**src/rtl/fwh_target.sv**
```systemverilog
module fwh_target #(
  parameter int ADDR_NIBS = 7,
  parameter int DEC_BITS  = 20,
  parameter int SEL_BIT   = 22
) (
  input  logic                clk,
  input  logic                rst_n,
  input  logic                frame_n,
  input  logic [3:0]          bus_in,
  output logic [3:0]          bus_out,
  output logic                bus_oe,
  input  logic [3:0]          id_strap,
  output logic                req_valid,
  output logic                req_write,
  output logic                req_flash,
  output logic [DEC_BITS-1:0] req_addr,
  output logic [7:0]          req_wdata,
  input  logic [7:0]          rsp_rdata
);
  localparam int ADDR_W = 4 * ADDR_NIBS;
  localparam int CNT_W  = $clog2(ADDR_NIBS);
  localparam logic [3:0] CODE_RD = 4'b1101;
  localparam logic [3:0] CODE_WR = 4'b1110;

  typedef enum logic [3:0] {
    S_IDLE, S_IDSEL, S_ADDR, S_MSIZE, S_WD0, S_WD1, S_TAR0,
    S_TAR1, S_SYNC, S_RD0, S_RD1, S_TAR2, S_TAR3
  } st_t;

  st_t               st;
  logic              is_rd;
  logic [CNT_W-1:0]  cnt;
  logic [ADDR_W-1:0] addr;
  logic [7:0]        data;
  logic              req_q;
  logic              drive;

  always_ff @(posedge clk or negedge rst_n) begin
    if (!rst_n) begin
      st    <= S_IDLE;
      is_rd <= 1'b0;
      cnt   <= '0;
      addr  <= '0;
      data  <= '0;
      req_q <= 1'b0;
    end else begin
      req_q <= 1'b0;
      if (st != S_IDLE && !frame_n) begin
        st <= S_IDLE;
      end else begin
        case (st)
          S_IDLE:
            if (!frame_n && (bus_in == CODE_RD || bus_in == CODE_WR)) begin
              st    <= S_IDSEL;
              is_rd <= (bus_in == CODE_RD);
            end
          S_IDSEL: begin
            cnt <= '0;
            st  <= (bus_in == id_strap) ? S_ADDR : S_IDLE;
          end
          S_ADDR: begin
            addr <= {addr[ADDR_W-5:0], bus_in};
            cnt  <= cnt + 1'b1;
            if (cnt == CNT_W'(ADDR_NIBS - 1)) st <= S_MSIZE;
          end
          S_MSIZE:
            if (bus_in != 4'b0000) st <= S_IDLE;
            else if (is_rd) begin
              st    <= S_TAR0;
              req_q <= 1'b1;
            end else st <= S_WD0;
          S_WD0: begin
            data[3:0] <= bus_in;
            st        <= S_WD1;
          end
          S_WD1: begin
            data[7:4] <= bus_in;
            req_q     <= 1'b1;
            st        <= S_TAR0;
          end
          S_TAR0: st <= S_TAR1;
          S_TAR1: st <= S_SYNC;
          S_SYNC:
            if (is_rd) begin
              data <= rsp_rdata;
              st   <= S_RD0;
            end else st <= S_TAR2;
          S_RD0:  st <= S_RD1;
          S_RD1:  st <= S_TAR2;
          S_TAR2: st <= S_TAR3;
          default: st <= S_IDLE;
        endcase
      end
    end
  end

  assign drive = (st == S_TAR1) || (st == S_SYNC) || (st == S_RD0) ||
                 (st == S_RD1) || (st == S_TAR2);
  assign bus_oe = drive && frame_n;

  always_comb begin
    case (st)
      S_SYNC:  bus_out = 4'b0000;
      S_RD0:   bus_out = data[3:0];
      S_RD1:   bus_out = data[7:4];
      default: bus_out = 4'b1111;
    endcase
  end

  assign req_valid = req_q;
  assign req_write = !is_rd;
  assign req_addr  = addr[DEC_BITS-1:0];
  assign req_flash = addr[SEL_BIT];
  assign req_wdata = data;

  AST_IDLE_QUIET: assert property (@(posedge clk) disable iff (!rst_n)
    (st == S_IDLE) |-> !bus_oe);
  AST_IDSEL_GATE: assert property (@(posedge clk) disable iff (!rst_n)
    (st == S_IDSEL && frame_n && bus_in != id_strap) |=> (st == S_IDLE && !req_valid));
  AST_MSIZE_REJECT: assert property (@(posedge clk) disable iff (!rst_n)
    (st == S_MSIZE && frame_n && bus_in != 4'b0000) |=> (st == S_IDLE && !req_valid));
  AST_RREQ_AFTER_SIZE: assert property (@(posedge clk) disable iff (!rst_n)
    (req_valid && !req_write) |-> $past(st) == S_MSIZE);
  AST_WREQ_AFTER_DATA: assert property (@(posedge clk) disable iff (!rst_n)
    (req_valid && req_write) |-> $past(st) == S_WD1);
  AST_REQ_SINGLE: assert property (@(posedge clk) disable iff (!rst_n)
    req_valid |=> !req_valid);
  AST_ABORT_DROP: assert property (@(posedge clk) disable iff (!rst_n)
    (st != S_IDLE && !frame_n) |=> (!bus_oe && !req_valid));
endmodule

```
**config.mk**
```make
export PLATFORM = sky130hd
export DESIGN_NAME = fwh_target
export DESIGN_NICKNAME = d
export VERILOG_FILES = /design/src/rtl/fwh_target.sv
export SDC_FILE = /design/constraint.sdc
export NUM_CORES = 1
export LEC_CHECK = 0
export ABC_AREA = 1
export BUFFER_PORTS_ARGS = -buffer_cell sky130_fd_sc_hd__buf_4
export CAP_MARGIN = 30
export CELL_PAD_IN_SITES_DETAIL_PLACEMENT = 0
export CELL_PAD_IN_SITES_GLOBAL_PLACEMENT = 1
export CORE_MARGIN = 8
export CORE_UTILIZATION = 33
export DETAILED_ROUTE_END_ITERATION = 7
export GPL_TIMING_DRIVEN = 0
export PLACE_DENSITY = 0.78
export SYNTH_ARGS = -nofsm -noshare
export SYNTH_HDL_FRONTEND = slang
export SYNTH_SLANG_ARGS = --single-unit
```
**constraint.sdc**
```tcl
create_clock -name clk -period 1.3 [get_ports clk]
set_input_delay 0.13 -clock clk [delete_from_list [all_inputs] [get_ports clk]]
set_output_delay 0.13 -clock clk [all_outputs]
set_load 0.01 [all_outputs]
```
* Word level (Yosys, flattened, before mapping)
Cells that the tools add are included.
Cells by class: add/sub/neg operators 1, equal/unequal tests 18, muxes and demuxes 17, bitwise logic cells 1, reductions and logical operators 22
Operators with widths (number):
- 4-bit one-hot mux with 12 select lines | 1
- 4-bit equality test, second input constant | 6
- 4-bit by 3-bit equality test with 1-bit output, second input constant | 4
- 4-bit 2-to-1 mux | 4
- 4-bit one-hot mux with 2 select lines | 2
- 4-bit one-hot mux with 3 select lines | 1
- 3-bit AND reduction | 3
- 4-bit by 2-bit equality test with 1-bit output, second input constant | 2
- 8-bit 2-to-1 mux | 1
- 4-bit nonzero test | 2
- 2-bit 2-to-1 mux | 3
- 3-bit inequality test, second input constant | 2
- 3-bit one-hot mux with 2 select lines | 1
- 2-bit AND reduction | 3
- 2-bit nonzero test | 3
- 1-bit logical OR | 5
- 4-bit by 1-bit equality test with 1-bit output, second input constant | 1
- 4-bit equality test | 1
- 4-bit logical NOT | 1
- 3-bit by 1-bit adder with 3-bit output, second input constant | 1
- 3-bit equality test, second input constant | 1
- 1-bit logical AND | 3
- 1-bit 2-to-1 mux | 3
- 1-bit logical NOT | 2
- other kinds (3) | 3
Word-level totals: register bits 40, input bits 19, output and inout bits 36

* Longest topological paths before layout
depth in word-level cells 6, gate-level depth with buffers 9, mapped depth without buffers 8

* Least setup slack after synthesis
No wires, ideal clock.
path type flip-flop to flip-flop, start point register st[2], end point register addr[14], library setup time 0.117 ns, arrival 1.179 ns, data required time 1.183 ns, setup slack 0.004 ns, stages on the path, launching flop included 9, path through dfrtp_1 nor2_2 nand2_1 clkinv_2 nand2_2 buf_6 buf_6 nand2_1 nand2_1
On the way: cells in the longest elaborated chain, start to end 4, elaborated cells between the ends (all ways) 5, those cells by class 1 x eq/ne; 1 x bitwise; 3 x reduce/logical
RTL lines:
- from (decl) | RTL line 30 | st_t st;
- from (signal assigned) | RTL line 59 | st <= (bus_in == id_strap) ? S_ADDR : S_IDLE;
- 4-bit nonzero test | RTL line 48 | if (st != S_IDLE && !frame_n) begin
- 1-bit logical AND | RTL line 48
- 1-bit inverter (no source line)
- 2-bit AND reduction (no source line) *
- to (signal assigned) | RTL line 62 | addr <= {addr[ADDR_W-5:0], bus_in};
- to (decl) | RTL line 33 | logic [ADDR_W-1:0] addr;
Every way passes the cells marked *; elsewhere a longest branch is shown, timed or not. A chain may end at the register's enable or synchronous reset.

* Worst setup path after layout
start point register st[2], end point output port bus_out[2]
On the way: cells in the longest elaborated chain, start to end 2, elaborated cells between the ends (all ways) 4, those cells by class 3 x eq/ne; 1 x mux
RTL lines:
- 4-bit equality test | RTL line 102 | case (st)
- 4-bit one-hot mux with 3 select lines * | RTL line 102
- to (decl) | RTL line 10 | output logic [3:0] bus_out,
Marks and branches as above.

==> key figures <==
Timing
  – Fin crit share: 116%
  – Slew margin rel.: 68.1%
  – RSZ-0062 raised after global routing: true
  – Setup violations, final: 41
  – Final worst setup slack: -209 ps
  – FMAX: 0.663 GHz
  – Min cycle time layout: 1510 ps
  – Least-Margin Pin Slew: 478 ps
  – Hold Violations, Final: 0
  – Clock Skews: 6.53 ps
  – Max Slew Vio Count: 0
  – Setup_tns: -3900 ps

Floorplanning
  – Die X: 92.7 um
  – Initial Utilization: 33.4%
  – Core area: 0.00582 mm^2
  – Die ar.: 0.00860 mm^2
  – I/O pin cnt: 55
  – Die Y: 92.7 um
  – Std cell rows: 28

Setup path
  – Crit start category: register
  – Worst path slowest cell: dfrtp_2
  – Family with the most delay on the worst path: flip-flops
  – Highest net fanout along the worst path: 4
  – Crit path kind: reg2out
  – CP bufs+invs: 3
  – Worst Setup End Kind: output pin
  – CP max stage delay: 460 ps
  – CP Data Arrival Time: 1380 ps
  – WP data required: 1170 ps
  – Critical path, cell by cell: nor2_4, buf_6, nand2_2, inv_2, nand2_1, nand2_1, buf_6

Yosys
  – Synth area leader: dfrtp_1
  – Post-Syn Area per Cell: 7.56 um^2
  – Yosys cell types: 21
  – Top area cells in the synthesized netlist: dfrtp_1, nand2_1, nand3_1, inv_1, nor2_1
  – Number of flops mapped to enable cells by yosys: 0
  – Sequential area share after synthesis: 48.9%
  – Yosys top cell area share: 48.9%
  – Mapped cell area: 0.00194 mm^2
  – Gate Count Post-Synth: 257
  – Top FF cell, synth: dfrtp_1
  – Net count after synthesis: 278
  – Synth Warn #: 0
  – Post-synth ARST share: 100%
  – Synth top cells by count: nand2_1, nand3_1, dfrtp_1
  – Most frequent cell after synthesis: nand2_1
  – Synth Register Bits: 38

Finish
  – # nets final: 361
  – Final design utilization: 50.4%
  – Area Growth Syn to Fin: 50.8%
  – Ant diodes: 0
  – Share of layout cells above drive strength 1: 38.4%
  – Fillers: 591

Power
  – Pint: 0.00337 W
  – Net Sw Frac: 36.9%
  – Logic pwr share: 41.3%
  – Sequential power share: 36.0%
  – Cell leakage power: 1.59 nW
  – Sw Pwr: 0.00197 W
  – Pwr Total: 0.00534 W
  – Power share of the clock group: 22.7%
  – Pwr/cell area: 1820 mW/mm^2
  – Maximum vdd drop: 624 uV

Place
  – IO buf count: 54
  – DPL Wire Length: 3880 um
  – Routability cong.: 0.802
  – Place WS: -249 ps

Detailed routing
  – Wire per inst: 13.8 um
  – DRC viols: 0
  – Wirelength, routed: 5730 um
  – DR pass1 iterations: 4
  – Vias: 1955
  – Antenna Nets Post-Route: 0
  – Iter 0 DRT Violations: 119
  – Vias per inst: 4.70

Outcome
  – Status: finished with violations
  – Failing checks: negative setup slack

Clocking
  – CTS Buf Count: 5
  – CTS tree: yes
  – H-tree Lvls: 2
  – Clock Tree Buf Depth: 2
  – Clock transition at path regs: 80 ps
  – TritonCTS sink count: 38
  – CTS Root Cell: clkbuf_8
  – Skew-Pair Late Insertion Delay: 290 ps

GRT
  – Largest net degree at the start of global routing: 39
  – Number of global-route vias before repair: 1925
  – Grt total ovfl: 0
  – First-pass GRT wire length: 9360 um
  – GRT Total Usage: 13.4%
  – Initial antenna violation count: 0

Worst hold path
  – Tightest Hold Check Type: in2reg

Run
  – Max Cap Viol: 0
==> power by group through the flow <==
stage | logic (W) | registers [W] | clock network, W
after floorplan | 0.000798 | 0.00199 | 0
after global placement | 0.00175 | 0.00189 | 0
after detailed placement | 0.00178 | 0.00189 | 0
after CTS | 0.00194 | 0.00189 | 0.00124
after global routing | 0.00244 | 0.00198 | 0.00128
final | 0.00221 | 0.00192 | 0.00121
==> final cells by class <==
cell class / count / area, um^2 / share of cell area, %
Buffer: 9 / 85.1 / 2.90
Clock inverter: 3 / 68.8 / 2.35
Timing Repair Buffer: 76 / 588 / 20.1
Inverter: 19 / 76.3 / 2.60
Multi-Input combinational cell: 191 / 993 / 33.9
Clock buffer: 5 / 68.8 / 2.35
Tap cell: 75 / 93.8 / 3.20
Sequential cell: 38 / 956 / 32.6
==> routing by layer <==
metal,up-vias,GRT usage [%],share of wire [%]
li1,983,-,-
met4,0,3.62,1.3
met2,62,20.6,47
met3,6,3.32,6.3
met1,904,18.1,46
met5,-,0,0
==> cell families (layout without fill, tap and decap cells) <==
group / Yosys count / after routing / synth area share (%)
and+or+nand+nor: 166 / 166 / 35.7
xor gates and xnor gates: 2 / 2 / 0.902
adders and majority gates: 2 / 2 / 1.29
AOI/OAI and AO/OA: 21 / 21 / 6.12
buffers and inverters: 28 / 112 / 7.08
DFF: 38 / 38 / 48.9
==> per-stage QoR <==
| step | std cells | area [um^2] | hold slack (ps) |
|---|---|---|---|
| 6_report | 416 | 2930 | 133 |
| 5_1_grt | 416 | 2930 | 138 |
| 4_1_cts | 403 | 2750 | 130 |
| 3_5_place_dp | 386 | 2440 | 129 |
| 3_3_place_gp | 386 | 2440 | 135 |
| 2_1_floorplan | 257 | 1940 | -166 |
==> worst register-to-register path: cells and delay by family, from the launching register on <==
| family | cells | cell delay [ps] |
|---|---|---|
| buf+inv | 4 | 480 |
| simple gates | 3 | 310 |
| flops | 1 | 450 |
| compound gates | 1 | 140 |
==> what timing repair did <==
action	4_1_cts	5_1_grt
resized for setup	33	29
setup buffers	6	12
pin swaps	3	9
gates cloned	2	1
endpoints found under the hold margin	38	0
hold buffers	1	0
endpoints found under the setup margin	41	42
==> final timing paths <==
check,from,end,slack (ps),depth (start not counted)
max,st[2],bus_out[2],-210,7
min,bus_in[3],addr[3],130,3
max reg2reg,st[3],req_valid,-180,8
min reg2reg,addr[16],addr[16],480,2
max in group asynchronous,rst_n,st[1],590,2
min in group asynchronous,rst_n,addr[22],340,2
==> cell usage in the layout, fill, tap and decap left out, drive strengths merged, types with 3 or more instances in the layout <==
master and count:
o21ai 11, a21oi 8, clkbuf 6, dfrtp 38, inv 18, nor3 3, nand3 39, buf 83
nor2 17, nand2 107
==> sequential cells by signal, summed over array words and instances (netlist names) <==
register	count
cnt	3
req_valid	1
addr	21
req_wdata	8
is_rd	1
st	4
No activity file was read; power rests on OpenSTA's default activity.
